File: config.mk
export PLATFORM = sky130hd
export DESIGN_NAME = ptw_walker
export DESIGN_NICKNAME = d
export VERILOG_FILES = /design/src/rtl/ptw_pkg.sv /design/src/rtl/ptw_base_sel.sv /design/src/rtl/ptw_l1_decode.sv /design/src/rtl/ptw_l2_decode.sv /design/src/rtl/ptw_walker.sv
export SDC_FILE = /design/constraint.sdc
export NUM_CORES = 1
export LEC_CHECK = 0
export BUFFER_PORTS_ARGS = -buffer_cell sky130_fd_sc_hd__buf_2
export CAP_MARGIN = 20
export CORE_ASPECT_RATIO = 0.7
export CORE_UTILIZATION = 51
export DETAILED_ROUTE_END_ITERATION = 16
export PLACE_DENSITY = 0.92
export REMOVE_ABC_BUFFERS = 1
export SLEW_MARGIN = 20
export SYNTH_ARGS = -nofsm -noshare
export SYNTH_HDL_FRONTEND = slang
export SYNTH_SLANG_ARGS = --single-unit
File: constraint.sdc
create_clock -name clk -period 7.6 [get_ports clk]
set_input_delay 0.76 -clock clk [delete_from_list [all_inputs] [get_ports clk]]
set_output_delay 0.76 -clock clk [all_outputs]
set_load 0.1 [all_outputs]
File: src/rtl/ptw_pkg.sv
package ptw_pkg;
  localparam int ADDR_W     = 32;
  localparam int SPLIT_W    = 3;
  localparam int FLT_W      = 2;
  localparam int BASE_ALIGN = 14;  // minimum table alignment (log2 bytes)
  localparam int SEC_LSB    = 20;  // section index / offset boundary
  localparam int SUP_LSB    = 24;  // supersection offset boundary
  localparam int L1_SHIFT   = 18;  // section index to byte offset shift
  localparam int L2_TBL_LSB = 10;  // second-level table alignment
  localparam int LRG_LSB    = 16;  // large page offset boundary
  localparam int SML_LSB    = 12;  // small page offset boundary
  localparam int SUPER_BIT  = 18;  // descriptor bit telling super from section

  localparam logic [FLT_W-1:0] FLT_NONE = 2'd0;
  localparam logic [FLT_W-1:0] FLT_LVL1 = 2'd1;
  localparam logic [FLT_W-1:0] FLT_LVL2 = 2'd2;

  typedef enum logic [2:0] {
    ST_IDLE, ST_RD1, ST_WAIT1, ST_RD2, ST_WAIT2, ST_DONE
  } walk_st_t;

  typedef enum logic [1:0] {
    K1_FAULT, K1_SECTION, K1_SUPER, K1_TABLE
  } l1_kind_t;
endpackage

File: src/rtl/ptw_base_sel.sv
module ptw_base_sel
  import ptw_pkg::*;
(
  input  logic [ADDR_W-1:0]  va,
  input  logic [SPLIT_W-1:0] split,
  input  logic [ADDR_W-1:0]  base_lo,
  input  logic [ADDR_W-1:0]  base_hi,
  output logic               use_hi,
  output logic [ADDR_W-1:0]  l1_addr
);
  localparam logic [ADDR_W-1:0] ALL_ONES = {ADDR_W{1'b1}};
  localparam logic [ADDR_W-1:0] IDX_MASK = ALL_ONES << SEC_LSB;

  logic [ADDR_W-1:0] lo_limit;
  logic [ADDR_W-1:0] lo_mask;
  logic [ADDR_W-1:0] hi_mask;
  logic [4:0]        lo_shift;

  always_comb begin
    lo_limit = ALL_ONES >> split;
    lo_shift = 5'(BASE_ALIGN) - {2'b00, split};
    lo_mask  = ALL_ONES << lo_shift;
    hi_mask  = ALL_ONES << BASE_ALIGN;
    use_hi   = va > lo_limit;
    if (use_hi)
      l1_addr = (base_hi & hi_mask) | ((va & IDX_MASK) >> L1_SHIFT);
    else
      l1_addr = (base_lo & lo_mask) | ((va & IDX_MASK & lo_limit) >> L1_SHIFT);
  end
endmodule

File: src/rtl/ptw_l1_decode.sv
module ptw_l1_decode
  import ptw_pkg::*;
(
  input  logic [ADDR_W-1:0] desc,
  input  logic [ADDR_W-1:0] va,
  output l1_kind_t          kind,
  output logic              too_wide,
  output logic [ADDR_W-1:0] blk_pa,
  output logic [ADDR_W-1:0] l2_addr
);
  logic unused_l1;
  assign unused_l1 = ^{desc[9], desc[4:2], va[ADDR_W-1:SUP_LSB]};

  always_comb begin
    if (desc[1:0] == 2'b00)
      kind = K1_FAULT;
    else if (desc[1] && !desc[SUPER_BIT])
      kind = K1_SECTION;
    else if (desc[1])
      kind = K1_SUPER;
    else
      kind = K1_TABLE;

    too_wide = (|desc[23:20]) | (|desc[8:5]);

    if (kind == K1_SUPER)
      blk_pa = {desc[ADDR_W-1:SUP_LSB], va[SUP_LSB-1:0]};
    else
      blk_pa = {desc[ADDR_W-1:SEC_LSB], va[SEC_LSB-1:0]};

    l2_addr = {desc[ADDR_W-1:L2_TBL_LSB], va[SEC_LSB-1:SML_LSB], 2'b00};
  end
endmodule

File: src/rtl/ptw_l2_decode.sv
module ptw_l2_decode
  import ptw_pkg::*;
(
  input  logic [ADDR_W-1:0] desc,
  input  logic [ADDR_W-1:0] va,
  output logic              fault,
  output logic [ADDR_W-1:0] page_pa
);
  logic unused_l2;
  assign unused_l2 = ^{desc[SML_LSB-1:2], va[ADDR_W-1:LRG_LSB]};

  always_comb begin
    fault = (desc[1:0] == 2'b00);
    if (desc[1:0] == 2'b01)
      page_pa = {desc[ADDR_W-1:LRG_LSB], va[LRG_LSB-1:0]};
    else
      page_pa = {desc[ADDR_W-1:SML_LSB], va[SML_LSB-1:0]};
  end
endmodule

File: src/rtl/ptw_walker.sv
module ptw_walker
  import ptw_pkg::*;
(
  input  logic               clk,
  input  logic               rst_n,
  input  logic               req_valid,
  output logic               req_ready,
  input  logic [ADDR_W-1:0]  req_va,
  input  logic [SPLIT_W-1:0] req_split,
  input  logic [ADDR_W-1:0]  req_base_lo,
  input  logic [ADDR_W-1:0]  req_base_hi,
  output logic               mem_rd_req,
  output logic [ADDR_W-1:0]  mem_rd_addr,
  input  logic               mem_rsp_valid,
  input  logic [ADDR_W-1:0]  mem_rsp_data,
  output logic               walk_done,
  output logic [ADDR_W-1:0]  walk_pa,
  output logic [FLT_W-1:0]   walk_fault
);
  walk_st_t          st;
  logic [ADDR_W-1:0] va_q;
  logic [ADDR_W-1:0] addr_q;
  logic [ADDR_W-1:0] pa_q;
  logic [FLT_W-1:0]  flt_q;

  logic              sel_hi;
  logic [ADDR_W-1:0] sel_l1_addr;
  l1_kind_t          l1_kind;
  logic              l1_wide;
  logic [ADDR_W-1:0] l1_pa;
  logic [ADDR_W-1:0] l1_next;
  logic              l2_fault;
  logic [ADDR_W-1:0] l2_pa;
  logic              unused_top;
  assign unused_top = sel_hi;

  ptw_base_sel u_base (
    .va(req_va), .split(req_split), .base_lo(req_base_lo), .base_hi(req_base_hi),
    .use_hi(sel_hi), .l1_addr(sel_l1_addr)
  );

  ptw_l1_decode u_l1 (
    .desc(mem_rsp_data), .va(va_q), .kind(l1_kind), .too_wide(l1_wide),
    .blk_pa(l1_pa), .l2_addr(l1_next)
  );

  ptw_l2_decode u_l2 (
    .desc(mem_rsp_data), .va(va_q), .fault(l2_fault), .page_pa(l2_pa)
  );

  always_ff @(posedge clk) begin
    if (!rst_n) begin
      st     <= ST_IDLE;
      va_q   <= '0;
      addr_q <= '0;
      pa_q   <= '0;
      flt_q  <= FLT_NONE;
    end else begin
      case (st)
        ST_IDLE: if (req_valid) begin
          va_q   <= req_va;
          addr_q <= sel_l1_addr;
          st     <= ST_RD1;
        end
        ST_RD1: st <= ST_WAIT1;
        ST_WAIT1: if (mem_rsp_valid) begin
          case (l1_kind)
            K1_FAULT: begin
              pa_q  <= '0;
              flt_q <= FLT_LVL1;
              st    <= ST_DONE;
            end
            K1_SECTION: begin
              pa_q  <= l1_pa;
              flt_q <= FLT_NONE;
              st    <= ST_DONE;
            end
            K1_SUPER: begin
              pa_q  <= l1_wide ? '0 : l1_pa;
              flt_q <= l1_wide ? FLT_LVL1 : FLT_NONE;
              st    <= ST_DONE;
            end
            default: begin
              addr_q <= l1_next;
              st     <= ST_RD2;
            end
          endcase
        end
        ST_RD2: st <= ST_WAIT2;
        ST_WAIT2: if (mem_rsp_valid) begin
          pa_q  <= l2_fault ? '0 : l2_pa;
          flt_q <= l2_fault ? FLT_LVL2 : FLT_NONE;
          st    <= ST_DONE;
        end
        default: st <= ST_IDLE;
      endcase
    end
  end

  assign req_ready   = (st == ST_IDLE);
  assign mem_rd_req  = (st == ST_RD1) || (st == ST_RD2);
  assign mem_rd_addr = addr_q;
  assign walk_done   = (st == ST_DONE);
  assign walk_pa     = pa_q;
  assign walk_fault  = flt_q;

  // an accepted request closes the handshake
  p_ready_low_busy_r1: assert property (@(posedge clk) disable iff (!rst_n)
    (req_valid && req_ready) |=> !req_ready);

  // read request is a single-cycle pulse
  p_rd_pulse_r12: assert property (@(posedge clk) disable iff (!rst_n)
    mem_rd_req |=> !mem_rd_req);

  // address held while a read is outstanding
  p_rd_addr_stable_r12: assert property (@(posedge clk) disable iff (!rst_n)
    (!req_ready && !mem_rd_req) |-> $stable(mem_rd_addr));

  // completion is a pulse
  p_done_pulse_r13: assert property (@(posedge clk) disable iff (!rst_n)
    walk_done |=> !walk_done);

  // faulted result carries a zero address
  p_fault_zero_pa_r13: assert property (@(posedge clk) disable iff (!rst_n)
    (walk_done && walk_fault != FLT_NONE) |-> (walk_pa == '0));

  // empty first-level entry faults at level one
  p_l1_fault_r4: assert property (@(posedge clk) disable iff (!rst_n)
    (st == ST_WAIT1 && mem_rsp_valid && mem_rsp_data[1:0] == 2'b00)
      |=> (walk_done && walk_fault == FLT_LVL1));

  // section result composition
  p_section_pa_r5: assert property (@(posedge clk) disable iff (!rst_n)
    (st == ST_WAIT1 && mem_rsp_valid && mem_rsp_data[1] && !mem_rsp_data[SUPER_BIT])
      |=> (walk_done && walk_fault == FLT_NONE &&
           walk_pa == {$past(mem_rsp_data[ADDR_W-1:SEC_LSB]), $past(va_q[SEC_LSB-1:0])}));

  // table pointer issues the second read at the composed address
  p_l2_read_r8: assert property (@(posedge clk) disable iff (!rst_n)
    (st == ST_WAIT1 && mem_rsp_valid && mem_rsp_data[1:0] == 2'b01)
      |=> (mem_rd_req && mem_rd_addr ==
           {$past(mem_rsp_data[ADDR_W-1:L2_TBL_LSB]), $past(va_q[SEC_LSB-1:SML_LSB]), 2'b00}));

  // empty second-level entry faults at level two
  p_l2_fault_r9: assert property (@(posedge clk) disable iff (!rst_n)
    (st == ST_WAIT2 && mem_rsp_valid && mem_rsp_data[1:0] == 2'b00)
      |=> (walk_done && walk_fault == FLT_LVL2));
endmodule

* After elaboration in Yosys (flattened, before gate mapping)
Index checks and enable logic that the tools add are counted.
** Word-level totals
- Bits in registers :: 93
- Input bits :: 135
- Output and inout port bits :: 69
- Logic and storage cells :: 69
** Cells by class
- Add/sub/neg operators :: 1
- Magnitude comparators :: 1
- Equality and inequality tests :: 13
- Shift operators :: 2
- Muxes and demuxes :: 27
- Bitwise operators :: 5
- Reductions and logical operators :: 15
** Operators with widths (number)
- $mux 32 :: 8
- $pmux 32 s2 :: 2
- $pmux 32 s3 :: 1
- $and 32x32->32 :: 2
- $or 32x14->32 :: 2
- $gt 32x32->1 :: 1
- $shl 32x5->32 const A :: 1
- $shr 32x3->32 const A :: 1
- $mux 24 :: 1
- $mux 16 :: 1
- $pmux 3 s5 :: 1
- $mux 3 :: 4
- $mux 2 :: 5
- $ne 2x2->1 const B :: 4
- $reduce_and 4->1 :: 2
- $reduce_or 4->1 :: 2
- $eq 3x2->1 const B :: 2
- $eq 3x3->1 const B :: 2
- $pmux 2 s3 :: 1
- $sub 4x3->5 const A :: 1
- $eq 2x1->1 const B :: 2
- $logic_not 2->1 :: 2
- $ne 4x3->1 const B :: 1
- $pmux 2 s2 :: 1
- other kinds (12) :: 14

* Longest topological paths before layout
Gate-level depths: netlist (run 1).
- Word-level depth :: 10
- Mapped depth :: 11
- Mapped depth without buffers :: 10

* Hierarchy
A second synthesis (run 1) with hierarchy kept.
** Second synthesis, totals
- Cell total of the unflattened synthesis :: 704
- Area total of the unflattened synthesis :: 6620.1 um^2
** By module, submodules not included
- ptw_walker :: times used 1, cells each 483, area an instance 4812.1 um^2, sequential area each 2021.9 um^2
- ptw_base_sel :: times used 1, cells each 114, area an instance 979.7 um^2, sequential area each 0.0 um^2
- ptw_l1_decode :: times used 1, cells each 73, area an instance 555.5 um^2, sequential area each 0.0 um^2
- ptw_l2_decode :: times used 1, cells each 34, area an instance 272.8 um^2, sequential area each 0.0 um^2

* Least setup slack after synthesis (run 1)
OpenSTA, ideal clock, no wires.
- Path type :: register -> register
- Start point :: register st[1]
- End point :: register addr_q[0] (netlist: mem_rd_addr[0])
- Library setup time :: 69 ps
- Arrival time :: 3507 ps
- Data required time :: 7531 ps
- Setup slack :: 4024 ps
- Cell stages (with the launch flop) :: 6
- Buffers on the path :: 1
- Clock period less this slack :: 3576 ps
- Cell sequence :: dfxtp_1 buf_2 nor3_1 nand2_1 or4_1 o21ai_1
** On the way
- Word-level cells in the longest chain between the ends :: 3
- Elaborated cells between the ends (all ways) :: 8
- Those cells by class :: 4 x eq/ne; 1 x mux; 3 x reduce/logical
** RTL lines
- from (decl) :: RTL line ptw_walker.sv:20 : walk_st_t st;
- from (signal assigned) :: RTL line ptw_walker.sv:53 : st <= ST_IDLE;
- from (signal assigned) :: RTL line ptw_walker.sv:63 : st <= ST_RD1;
- from (signal assigned) :: RTL line ptw_walker.sv:65 : ST_RD1: st <= ST_WAIT1;
- $logic_not 3->1 *
- net req_ready :: RTL line ptw_walker.sv:7 : output logic req_ready,
- $ne 2x2->1 (no line) or $reduce_bool 2->1 (tied branches)
- $reduce_and 4->1 (no line)
- to (signal assigned) :: RTL line ptw_walker.sv:62 : addr_q <= sel_l1_addr;
- to (signal assigned) :: RTL line ptw_walker.sv:84 : addr_q <= l1_next;
- to (decl) :: RTL line ptw_walker.sv:22 : logic [ADDR_W-1:0] addr_q;
The timed path passes the listed nets; every way through them passes the cells marked *.
A chain may end at the register's enable or synchronous reset.

* Final worst setup path (run 1)
- Start point :: input req_split[1]
- End point :: register addr_q[0] (netlist: mem_rd_addr[0])
** On the way
- Word-level cells in the longest chain between the ends :: 7
- Elaborated cells between the ends (all ways) :: 10
- Those cells by class :: 1 x add/sub; 1 x order compare; 2 x shift; 3 x mux; 3 x bitwise
** RTL lines
- from (decl) :: RTL line ptw_walker.sv:9 : input logic [SPLIT_W-1:0] req_split,
- $sub 4x3->5 :: RTL line ptw_base_sel.sv:21 : lo_shift = 5'(BASE_ALIGN) - {2'b00, split};
- $shl 32x5->32 :: RTL line ptw_base_sel.sv:22 : lo_mask = ALL_ONES << lo_shift;
- $and 32x32->32 :: RTL line ptw_base_sel.sv:28 : l1_addr = (base_lo & lo_mask) | ((va & IDX_MASK & lo_limit) >> L1_SHIFT);
- $or 32x14->32 :: RTL line ptw_base_sel.sv:28
- $mux 32 * :: RTL line ptw_base_sel.sv:25 : if (use_hi)
- $mux 32 * :: RTL line ptw_walker.sv:60 : ST_IDLE: if (req_valid) begin
- $pmux 32 s2 * :: RTL line ptw_walker.sv:59 : case (st)
Every way passes the cells marked *; elsewhere a longest branch is shown, timed or not. The select of a mux whose other input is x is not followed.

==> impl.org, run 1 <==
** Clock network
- Clk pin slew, worst setup/hold paths :: around 0.07 ns
- Insertion delay of the later-clocked pin in the worst-skew pair :: approximately 0.34 ns
- Post-cts gate resize count :: 0
- Clock root buffer :: clkbuf_16
- Number of clock sinks :: 93
- Maximum clock insertion buffer count :: 2
- H-tree Lvls :: 3
- TritonCTS built the clock tree.
- Clock buffers created by TritonCTS :: 9
- Post-CTS timing repair inserted 0 buffers for setup.
- Number of hold buffers added after CTS :: 0

** Timing
- Subtracting the final worst setup slack from the clock period gives about 3.5 ns.
- Actual slew at the worst max-slew pin :: around 1.1 ns
- The number of hold-slack violations in the final timing report came to 0.
- Setup violations remaining at the end of the flow were counted as 0.
- Headroom to the max-slew limit :: 0.2628
- Final Cycle Share :: 0.4619
- Highest attainable clock frequency :: 0.2849 GHz
- Setup repair after global routing missed its margin :: false
- The final max-slew violation count is 0.
- Post-route worst setup slack :: just over 4 ns
- The clock arrives with 0.007047 ns of skew.
- Setup TNS Final :: 0 ns

** Cells and area
- At the end of the flow, the number of nets in the layout was between 800 and 900.
- Most frequent cells in the layout :: buf_2, dfxtp_1, nand2_1, a21oi_1, o21ai_0
- Ant diodes :: 0
- The library cell used most frequently in the layout, excluding fill and tap cells, is buf_2.
- Relative to the synthesized area, the layout overhead comes to 27.93%.
- Leaving out filler cells and counting taps, the final layout contains around 840.
- In the final layout, the share of cells above drive strength 1 is 0.3018.
- Once layout is complete, the utilization of the core stands at 0.6875.

** Placement
- Placed instance count :: approximately 800
- Input and output buffers added on the ports amount to 185.
- Routability-driven placement finished with a final weighted congestion of ~0.89.
- Detailed Place HPWL :: 10.69 mm
- Before CTS, the worst setup slack after placement is between 3 and 4 ns.

** Global route
- For this run, the total global-route usage over all layers was measured as 0.3197.
- The first global-routing pass estimated ~23 mm of wire.
- The via count of the first global-routing pass came to around 4800.
- The initial antenna violation count came to 0.
- Leftover overflow at the end of global routing :: 0
- Largest net degree at the start of global routing :: 58

** Power and ir drop
- The share of total power dissipated in sequential elements is 0.368.
- The worst-case IR drop observed on VDD is around 150 µV.
- Power density over cell area :: 253.0 nW/µm²
- Of the total power, the share spent switching nets is 0.3865.
- Cell internal power was estimated by the tool at 0.0009236 W.
- Clk network pwr share :: 0.322
- In this run the static leakage power is 2.863 nW.
- Switch Pwr :: 0.0005817 W
- Combinational power share :: 0.310

** Setup path
- The most critical setup path has its endpoint at mem_rd_addr[0].
- Library cell appearing most often on the critical path :: ha_1
- The worst register-to-register path begins at st[1].
- Buffers and inverters on the worst path :: 3
- For the worst setup path, the data arrival time is 3.79 ns.
- The worst register-to-register path has a setup slack of about 4.8 ns.
- The worst setup path is captured at a register.
- For the worst setup path, the data required time is about 8 ns.
- Reg2Reg Depth :: 5
- Type of origin of the critical path :: input pin
- Cell chain of the critical path :: buf_2, ha_1, ha_1, inv_1, ha_1, or4b_4, nor4_4, a2bb2oi_4, buf_4, or4_1, o21ai_1
- Family of cells with the greatest summed delay on the critical path :: simple AND/OR/NAND/NOR gates
- Worst setup path category :: input pin to register
- CP Depth :: 11
- Slowest cell on the critical path :: or4_1
- Origin of the worst setup path :: req_split[1]
- R2r endpoint :: mem_rd_addr[12]
- Max incr delay on CP :: 0.59 ns
- Of all nets on the critical path, the largest fanout is 30.

** Worst hold path
- Cell depth of the worst hold path :: 2
- Worst hold path class :: register to register

** Drt
- The routed layout has 5054 vias.
- Number of search-and-repair iterations in the first detailed-routing pass :: 8
- First-iteration detailed-routing DRC count :: 507
- Number of nets still failing antenna checks after routing :: 0
- Drt drc :: 0
- Final WL :: approximately 15 mm
- Dividing the detail-routed via count by the number of cells gives 6.024.
- Routed wire length per instance :: roughly 18 µm

** Die
- After floorplanning, the core was sized to cover between 8000 and 9000 µm².
- During I/O placement, the number of pins put on the boundary was 204.
- Die X :: between 100 and 150 µm
- The floorplan step set the die height to roughly 80 µm.
- Row generation in the floorplan step produced 28 rows.
- Initial core utilization :: 0.5374
- The die covers roughly 9500 µm².

** Logic synthesis
- Yosys warnings :: 0
- Mapped Area :: roughly 4700 µm²
- After synthesis, the mean cell area works out to about 8.4 µm².
- The synthesized design contains 0 enable-type register cells.
- Synthesis handed over a netlist of ~560 instances.
- Commonest register cell after synthesis :: dfxtp_1
- Flip-flop and latch count after synthesis :: a little over 90
- Sequential-to-total area share from yosys stat :: 0.4003
- Ys async rst share :: 0
- Synthesis instantiated 46 different standard cells from the library.

** Run
- Count of maximum capacitance violations :: 0

** Run status
- The run finished with clean final reports.
cell usage after synthesis (2+ instances only):
master,n,share of area
o21ai_1,3,0.0032
buf_2,11,0.012
o21ai_0,46,0.050
ha_1,21,0.056
and3_1,25,0.034
a32oi_1,8,0.015
nor2_1,16,0.013
a31oi_1,6,0.0081
buf_1,3,0.0024
a21o_1,2,0.0032
clkbuf_1,30,0.024
o21a_1,3,0.0048
a221oi_1,5,0.0094
dfxtp_1,93,0.40
nand3_1,7,0.0075
nand2_1,78,0.063
o31ai_1,2,0.0032
nand4b_1,2,0.0038
o311a_1,4,0.0086
a31o_2,2,0.0038
a22o_1,20,0.038
inv_1,15,0.012
mux2i_1,26,0.056
nor2b_1,4,0.0054
nor3b_1,3,0.0048
nand2b_1,7,0.0094
nor3_1,7,0.0075
a21oi_1,59,0.063
o22ai_1,23,0.031
nor4_1,2,0.0027
nand4_1,7,0.0094
flip-flops by register name, summed over array words and instances (netlist names):
name,cells
mem_rd_addr,32
walk_pa,32
va_q,24
st,3
walk_fault,2
kinds of logic (layout without fill, tap and decap cells):
kind of cell	after synthesis	after routing	share of synthesized area
compound gates	192	192	0.2591
fa+ha+maj	21	21	0.05650
buf+inv	59	223	0.05058
flops	93	93	0.4003
mux	26	26	0.05596
simple gates	164	164	0.1776
how the worst min path moves through the flow:
stage / startpoint / endpoint / slack [ns]
after CTS: va_q[11] / va_q[11] / 0.46
after global placement: va_q[7] / va_q[7] / 0.44
after detailed placement: va_q[3] / va_q[3] / 0.45
after floorplan: va_q[20] / va_q[20] / 0.44
after global routing: va_q[2] / va_q[2] / 0.48
final: va_q[2] / va_q[2] / 0.46
worst min-delay path: cells and delay by family, from the launching register on:
family | cells | cell delay, ns
flip-flops | 1 | 0.31
AND/OR/NAND/NOR | 1 | 0.05
AO/OA/AOI/OAI | 1 | 0.05
metrics by stage:
stage / power (W) / instance area, µm² / hold WS, ns
global placement: 0.001013 / 5634 / 0.4427
detailed placement: 0.001026 / 5634 / 0.4467
CTS: 0.001502 / 5949 / 0.4584
floorplan: 0.0008992 / 4472 / 0.4365
global route: 0.001555 / 5949 / 0.4778
finish: 0.001505 / 5949 / 0.4600
routing by layer:
layer  routed length (µm)  global-route usage
met5                    0                   0
met4                  310              0.1013
met3                 1318             0.07159
met2                 7209              0.5518
met1                 6520              0.3986
area by class of cell:
class | instances | area, µm²
Clock inverter | 6 | 86.33
Clock buffer | 10 | 229.0
Fill cell | 735 | 2704
Tap cell | 120 | 150.1
Sequential cell | 93 | 1862
Timing Repair Buffer | 192 | 978.4
Inverter | 15 | 56.30
Multi-Input combinational cell | 403 | 2587
power by group through the flow:
stage	registers (W)	logic, W	clock network (W)
2_1_floorplan	0.000755	0.000144	0
3_3_place_gp	0.000561	0.000452	0
3_5_place_dp	0.000564	0.000462	0
4_1_cts	0.000554	0.000463	0.000486
5_1_grt	0.000559	0.000490	0.000505
6_report	0.000554	0.000467	0.000484
Note: power is estimated with default switching activity, not from simulation.
==> run 2, diff against run 1 <==
CORE_UTILIZATION = 43   (was 51)
PLACE_DENSITY = 0.84   (was 0.92)
clock period = 2.8 ns   (was 7.6 ns; I/O delays follow)
==> run 2 against run 1 <==
  * Clock power grew to 2.9 times the previous value
  * Design area grew 2.6%
  * Worst hold slack worse by 0.28 ns
  * Via count fell by 0.16%
  * Global-route usage shrank 5.3 points
  * Die area increased by 18%
  * Cell count grew 2.7%
  * Worst setup slack got worse by 3.8 ns
  * Critical endpoint is now mem_rd_addr[15]
==> impl.org, run 2 (synthesis gave the netlist of run 1 again) <==
** Drt
- The via count was 5046 (was 5054).
- Per-cell via count in the routed design :: 5.854 (was 6.024)
- Number of nets still failing antenna checks after routing :: 0 (unchanged)
- The routed wirelength normalized by instance count came to 17.67 µm (was 18.31 µm).
- The DRC violations left came to 0 (unchanged).
- Final WL :: 15.23 mm (was 15.36 mm)
- First-iteration detailed-routing DRC count :: 466 (was 507)
- The total iterations of the first detailed-routing run came to 5 (was 8).

** Timing
- Highest attainable clock frequency :: 0.3912 GHz
- The slew of the pin with the lowest slew margin is 1.013 ns (was 1.105 ns).
- Final Cycle Share :: 0.9130
- Total setup violations reported at the end of the flow :: 0 (unchanged)
- The final max-slew violation count came to 0 (unchanged).
- Setup repair after global routing missed its margin :: false (unchanged)
- Final clock skew :: 0.01124 ns (was 0.007047 ns)
- Final hold violation count :: 0 (unchanged)
- Headroom to the max-slew limit :: 0.3249 (was 0.2628)
- Post-layout minimum cycle time :: ~2.6 ns
- Final hold slack :: 0.1777 ns (was 0.4600 ns)
- Post-route worst setup slack :: 0.2437 ns (was 4.090 ns)
- The sum of negative setup slack was 0 ns (unchanged).

** Setup path
- The data arrival time of the critical path came to 2.77 ns (was 3.79 ns).
- Critical Path Fanout Max :: 23 (was 30)
- The logic depth of the worst setup path including buffers was 12 (was 11).
- Reg2Reg Depth :: 5 (unchanged)
- The kind of cell adding the most delay to the critical path is compound AO/OA/AOI/OAI gates (was simple AND/OR/NAND/NOR gates).
- Max incr delay on CP :: 0.45 ns (was 0.59 ns)
- The startpoint-to-endpoint class of the critical path was input pin to register (unchanged).
- Library cell appearing most often on the critical path :: ha_1 (unchanged)
- Cell chain of the critical path :: buf_2, ha_1, inv_1, ha_1, inv_1, ha_1, nand4b_1, a311oi_1, a2bb2oi_4, buf_12, mux2i_1, o22ai_1 (was buf_2, ha_1, ha_1, inv_1, ha_1, or4b_4, nor4_4, a2bb2oi_4, buf_4, or4_1, o21ai_1)
- Crit end category :: register (unchanged)
- Type of origin of the critical path :: input pin (unchanged)
- The worst-case register-to-register setup slack came to 0.33 ns (was 4.80 ns).
- Buffers and inverters on the worst path :: 4 (was 3)
- The required time of the critical path came to 3.01 ns (was 7.88 ns).
- Slowest cell on the critical path :: a311oi_1 (was or4_1)

** Die
- Number of top-level pins :: 204 (unchanged)
- The standard cell core area was 10430 µm² (was 8653 µm²).
- The vertical die dimension was 89.01 µm (was 81.90 µm).
- Die X :: 126.3 µm (was 116.1 µm)
- Number of cell rows :: 31 (was 28)
- Area of the die :: 11240 µm² (was 9511 µm²)
- The starting utilization of the core area is 0.4457 (was 0.5374).

** Placement
- DP Worst Slack :: -0.08880 ns (was 3.756 ns)
- Port buffer count :: 185 (unchanged)
- The placement-stage cell area came to 5757 µm² (was 5634 µm²).
- The detailed placer's ending HPWL is 11.28 mm (was 10.69 mm).
- The final weighted congestion of routability-driven global placement was 0.9501 (was 0.8897).

** Clock network
- H-tree Lvls :: 3 (unchanged)
- The maximum clock insertion buffer count is 2 (unchanged).
- The clock buffer count from CTS is 9 (unchanged).
- The later-pin clock latency in the skew report came to 0.35 ns (was 0.34 ns).
- The clock sink total came to 93 (unchanged).
- Clock tree from TritonCTS :: built (unchanged)
- Clk pin slew, worst setup/hold paths :: 0.07 ns (about the same)
- Clock root buffer :: clkbuf_16 (unchanged)
- The number of buffers inserted by hold repair at cts came to 0 (unchanged).
- The number of buffers inserted to repair setup after CTS was 0 (unchanged).
- Post-cts gate resize count :: 0 (unchanged)

** Cells and area
- Most frequent cells in the layout :: buf_2, dfxtp_1, nand2_1, a21oi_1, o21ai_0 (unchanged)
- The final instance area is 6102 µm² (was 5949 µm²).
- Most common cell after layout, fill and taps aside :: buf_2 (unchanged)
- The post-synthesis to final-layout area growth is 31.21% (was 27.93%).
- The post-layout utilization of the core came to 0.5848 (was 0.6875).
- Net count of the finished layout :: 881 (was 870)
- The share of cells above drive strength 1 was 0.3137 (was 0.3018).
- Ant diodes :: 0 (unchanged)
- Filler cell count in the final layout :: 913 (was 735)

** Global route
- Initial antenna violation count :: 0 (unchanged)
- The first-pass GRT wire length is 23.06 mm (was 23.22 mm).
- Via count of the first global-routing pass :: 4486 (was 4756)
- The global route total overflow came to 0 (unchanged).
- All-Layer GR Usage :: 0.2670 (was 0.3197)
- The largest net degree at the start of global routing is 48 (was 58).

** Power and ir drop
- Worst VDD drop :: 368.2 µV (was 145.0 µV)
- The total power divided by cell area came to 689.9 nW/µm² (was 253.0 nW/µm²).
- P_leak :: 2.940 nW (was 2.863 nW)

** Run status
- Result of the run: finished, final reports clean (unchanged).

** Worst hold path
- Cell depth of the worst hold path :: 2 (unchanged)
- The path class of the lowest-slack min-delay path is input pin to register (was register to register).

** Run
- The number of max-cap violations came to 0 (unchanged).
run 2: cell types whose count changed in the layout (fill, tap and decap cells not counted), sizes merged:
cell / change
buf: +11
bufinv: +1
clkbuf: -1
clkinv: -1
inv: +1
run 2: stage by stage:
step | total power [W] | std cells
4_1_cts | 0.004219 | 862
6_report | 0.004210 | 862
5_1_grt | 0.004363 | 862
3_3_place_gp | 0.002777 | 846
2_1_floorplan | 0.002441 | 511
3_5_place_dp | 0.002809 | 846
run 2: area by class of cell:
cell class	count	area, µm²	share of cell area
Clock inverter	7	120.1	0.01968
Multi-Input combinational cell	403	2587	0.4240
Tap cell	132	165.2	0.02707
Sequential cell	93	1862	0.3051
Clock buffer	9	225.2	0.03691
Timing Repair Buffer	203	1086	0.1780
Inverter	15	56.30	0.009227
run 2: final timing paths:
kind | to | startpoint
max reg2reg | walk_pa[24] | st[2]
min reg2reg | va_q[0] | va_q[0]
min | walk_pa[26] | mem_rsp_data[26]
max | mem_rd_addr[15] | req_split[0]
run 2: report_power, final:
part / leakage, nW / switching [W] / internal, W
registers: 0.759 / 0.0000747 / 0.00143
clock network: 0.166 / 0.000539 / 0.000878
logic: 2.01 / 0.000975 / 0.000316
run 2: worst register-to-register path: cells and delay by family (launching register included):
family	cells	cell delay, ns
flops	1	0.57
simple gates	2	0.69
buf+inv	1	0.13
compound gates	2	1.03
run 2: routing by layer:
metal	up-vias	GRT usage	routed length (µm)
li1	2380	-	-
met1	2313	0.3420	6577
met2	309	0.4435	6779
met3	44	0.06643	1469
met4	0	0.09529	401
met5	-	0	0
==> run 3, diff against run 2 <==
RECOVER_POWER = 100   (was not set)
==> run 3 against run 2 <==
  * Highest routed layer unchanged
  * Register-to-register slack worse by 0.09 ns
  * Global-route usage unchanged
  * Critical endpoint unchanged
  * Routed wire length up 0.16%
  * Cell count unchanged
  * Sequential power about the same
  * Via count down 0.32%
  * Largest power group unchanged
==> impl.org, run 3 (synthesis gave the netlist of run 1 again) <==
** Timing
- The period utilization came to 0.9373 (was 0.9130).
- The normalized max-slew margin came to 0.1147 (was 0.3249).
- Post-layout minimum cycle time :: 2.624 ns (was 2.556 ns)
- Post-route worst setup slack :: 0.1757 ns (was 0.2437 ns)
- Setup repair after global routing missed its margin :: false (unchanged)
- Highest attainable clock frequency :: 0.3811 GHz (was 0.3912 GHz)
- Actual slew at the worst max-slew pin :: 1.328 ns (was 1.013 ns)
- The total of endpoints with negative setup slack in the final report was 0 (unchanged).
- The clock tree skew after final layout is 0.01070 ns (was 0.01124 ns).
- The sum of negative setup slack was 0 ns (unchanged).
- The number of hold-slack violations in the final timing report is 0 (unchanged).
- The final max-slew violation count came to 0 (unchanged).

** Clock network
- Insertion delay of the later-clocked pin in the worst-skew pair :: 0.35 ns (about the same)
- The number of levels in the clock H-tree is 3 (unchanged).
- The number of buffers inserted to repair setup after CTS was 0 (unchanged).
- Number of hold buffers added after CTS :: 0 (unchanged)
- The clock buffer count from CTS is 9 (unchanged).
- Clk pin slew, worst setup/hold paths :: 0.07 ns (about the same)
- The TritonCTS clock tree was built (unchanged).
- The clock sink total came to 93 (unchanged).
- Clock root buffer :: clkbuf_16 (unchanged)
- The number of gates given a new drive strength after cts is 0 (unchanged).
- The maximum clock insertion buffer count is 2 (unchanged).

** Global route
- Largest net degree at the start of global routing :: 48 (unchanged)
- The layer with the highest usage after global routing was met2 (unchanged).
- Met2 demand-to-capacity share in global routing :: 0.4435 (unchanged)
- The total routing usage reported by global routing was 0.2670 (unchanged).
- Leftover overflow at the end of global routing :: 0 (unchanged)
- Met3 GRT Util :: 0.06643 (unchanged)
- The initial antenna violation count was 0 (unchanged).
- GRT met1 Usage :: 0.3420 (unchanged)
- Global-route wire length before repair :: 23.06 mm (unchanged)
- Via count of the first global-routing pass :: 4486 (unchanged)

** Cells and area
- Most frequent cells in the layout :: buf_2, dfxtp_1, nand2_1, clkbuf_1, a21oi_1 (was buf_2, dfxtp_1, nand2_1, a21oi_1, o21ai_0)
- Most common cell after layout, fill and taps aside :: buf_2 (unchanged)
- Share of post-route cells with drive strength above 1 :: 0.2096 (was 0.3137)
- The total inserted antenna cells was 0 (unchanged).
- Net count of the finished layout :: 881 (unchanged)
- The post-synthesis to final-layout area growth was 28.65% (was 31.21%).
- Non-filler instance count after layout :: 862 (unchanged)
- Multi-input combinational cell area :: 2571 µm² (was 2587 µm²)
- Post-layout instance area :: 5983 µm² (was 6102 µm²)
- Filler cell count in the final layout :: 969 (was 913)
- FF/Latch Area :: 1862 µm² (unchanged)

** Power and ir drop
- Flop pwr share :: 0.360 (was 0.357)
- The proportion of total power due to net switching was 0.3800 (was 0.3774).
- P_leak :: 2.626 nW (was 2.940 nW)
- Internal power contribution :: 0.002591 W (was 0.002621 W)
- The fraction of power consumed by the clock network came to 0.339 (was 0.337).
- Power density over cell area :: 698.5 nW/µm² (was 689.9 nW/µm²)
- Combinational power share :: 0.301 (was 0.307)
- Switch Pwr :: 0.001588 W (was 0.001589 W)
- Worst VDD drop :: 352.4 µV (was 368.2 µV)

** Worst hold path
- The path class of the lowest-slack min-delay path is input pin to register (unchanged).
- Worst hold endpoint :: walk_pa[26] (unchanged)
- Cell depth of the worst hold path :: 2 (unchanged)
- Min-Delay Startpoint :: mem_rsp_data[26] (unchanged)

** Run
- Count of maximum capacitance violations :: 0 (unchanged)

** Drt
- The sum of routed wire length over all layers was 15.25 mm (was 15.23 mm).
- Count of vias placed by the detailed router :: 5030 (was 5046)
- The DRC violations left was 0 (unchanged).
- The total iterations of the first detailed-routing run was 5 (unchanged).
- Routed wire length per instance :: 17.69 µm (was 17.67 µm)
- Number of nets still failing antenna checks after routing :: 0 (unchanged)
- Per-cell via count in the routed design :: 5.835 (was 5.854)
- The starting DRC count in detailed routing came to 432 (was 466).

** Setup path
- Reg2Reg Depth :: 5 (unchanged)
- The data arrival time of the critical path is 2.84 ns (was 2.77 ns).
- The type of element launching the critical path was an input pin (unchanged).
- Max incr delay on CP :: 0.43 ns (was 0.45 ns)
- Register-to-register setup slack :: 0.24 ns (was 0.33 ns)
- WP data required :: 3.01 ns (about the same)
- The worst flop-to-flop path endpoint is walk_pa[24] (unchanged).
- The reg-to-reg critical path startpoint is st[1] (was st[2]).
- Worst setup path category :: input pin to register (unchanged)
- Library cell appearing most often on the critical path :: ha_1 (unchanged)
- The top fanout value on the critical path was 23 (unchanged).
- Cell chain of the critical path: clkbuf_1, ha_1, inv_1, ha_1, inv_1, ha_1, nand4b_1, a311oi_1, a2bb2oi_2, buf_12, mux2i_1, o22ai_1 (was buf_2, ha_1, inv_1, ha_1, inv_1, ha_1, nand4b_1, a311oi_1, a2bb2oi_4, buf_12, mux2i_1, o22ai_1).
- The sort of element at the end of the critical path is a register (unchanged).
- The cell with the largest stage delay on the worst path is a2bb2oi_2 (was a311oi_1).
- Buffers and inverters on the worst path :: 4 (unchanged)
- Family of cells with the greatest summed delay on the critical path :: compound AO/OA/AOI/OAI gates (unchanged)

** Placement
- Placed instance count :: 846 (unchanged)
- The final weighted congestion of routability-driven global placement was 0.9501 (unchanged).
- Detailed Place HPWL :: 11.28 mm (unchanged)
- Area of placed instances :: 5757 µm² (unchanged)
- DP Worst Slack :: -0.08880 ns (unchanged)
- The number of buffers added on ports is 185 (unchanged).

** Die
- The starting utilization of the core area is 0.4457 (unchanged).
- The count of pins on the block boundary is 204 (unchanged).
- Die outline height :: 89.01 µm (unchanged)
- The width of the die is 126.3 µm (unchanged).
- Number of cell rows :: 31 (unchanged)
- The floorplan die area is 11240 µm² (unchanged).
- The standard cell core area is 10430 µm² (unchanged).

** Run status
- Result of the run: finished, final reports clean (unchanged).
[run 3: cell count changes in the layout (fill, tap and decap cells not counted), sizes merged]
cell,delta
buf,-74
clkbuf,+74
[run 3: worst max-delay path by stage]
stage / from / endpoint / slack, ns / depth (start not counted)
after detailed placement: req_split[0] / mem_rd_addr[0] / -0.09 / 10
after CTS: req_split[0] / mem_rd_addr[0] / 0.28 / 10
after global placement: req_split[0] / mem_rd_addr[0] / -0.002 / 10
final: req_split[0] / mem_rd_addr[15] / 0.18 / 12
after global routing: req_split[0] / mem_rd_addr[23] / 0.05 / 12
after floorplan: st[1] / mem_rd_addr[0] / -1.79 / 4
[run 3: cell type report]
| class | instances | share of cell area |
|---|---|---|
| Multi-Input combinational cell | 403 | 0.4297 |
| Sequential cell | 93 | 0.3112 |
| Timing Repair Buffer | 203 | 0.1644 |
| Clock buffer | 9 | 0.03764 |
| Tap cell | 132 | 0.02760 |
| Clock inverter | 7 | 0.02008 |
| Inverter | 15 | 0.009410 |
[run 3: layer usage]
metal | up-vias | share of wire
met2 | 286 | 0.45
met1 | 2325 | 0.43
li1 | 2382 | -
met4 | 0 | 0.023
met5 | - | 0
met3 | 37 | 0.093
[run 3: worst reg2reg max path, stage by stage (launching register included)]
cell and delay (ns):
dfxtp_1 0.58, nor3b_1 0.36, o21a_1 0.19, o21a_1 0.33, o211a_1 0.75, a22o_1 0.29
[run 3: power by group through the flow]
stage / clock network (W) / registers, W / logic, W
after detailed placement: 0 / 0.00153 / 0.00128
after CTS: 0.00144 / 0.00150 / 0.00128
after global placement: 0 / 0.00152 / 0.00125
final: 0.00141 / 0.00151 / 0.00126
after global routing: 0.00149 / 0.00152 / 0.00132
after floorplan: 0 / 0.00205 / 0.000391
[run 3: through the flow]
step	total power (W)	util	hold slack, ns
final	0.004179	0.5735	0.1785
after global routing	0.004333	0.5735	0.1737
after CTS	0.004219	0.5848	0.1649
after detailed placement	0.002809	0.5517	0.4475
after global placement	0.002777	0.5517	0.4429
after floorplan	0.002441	-	0.4112
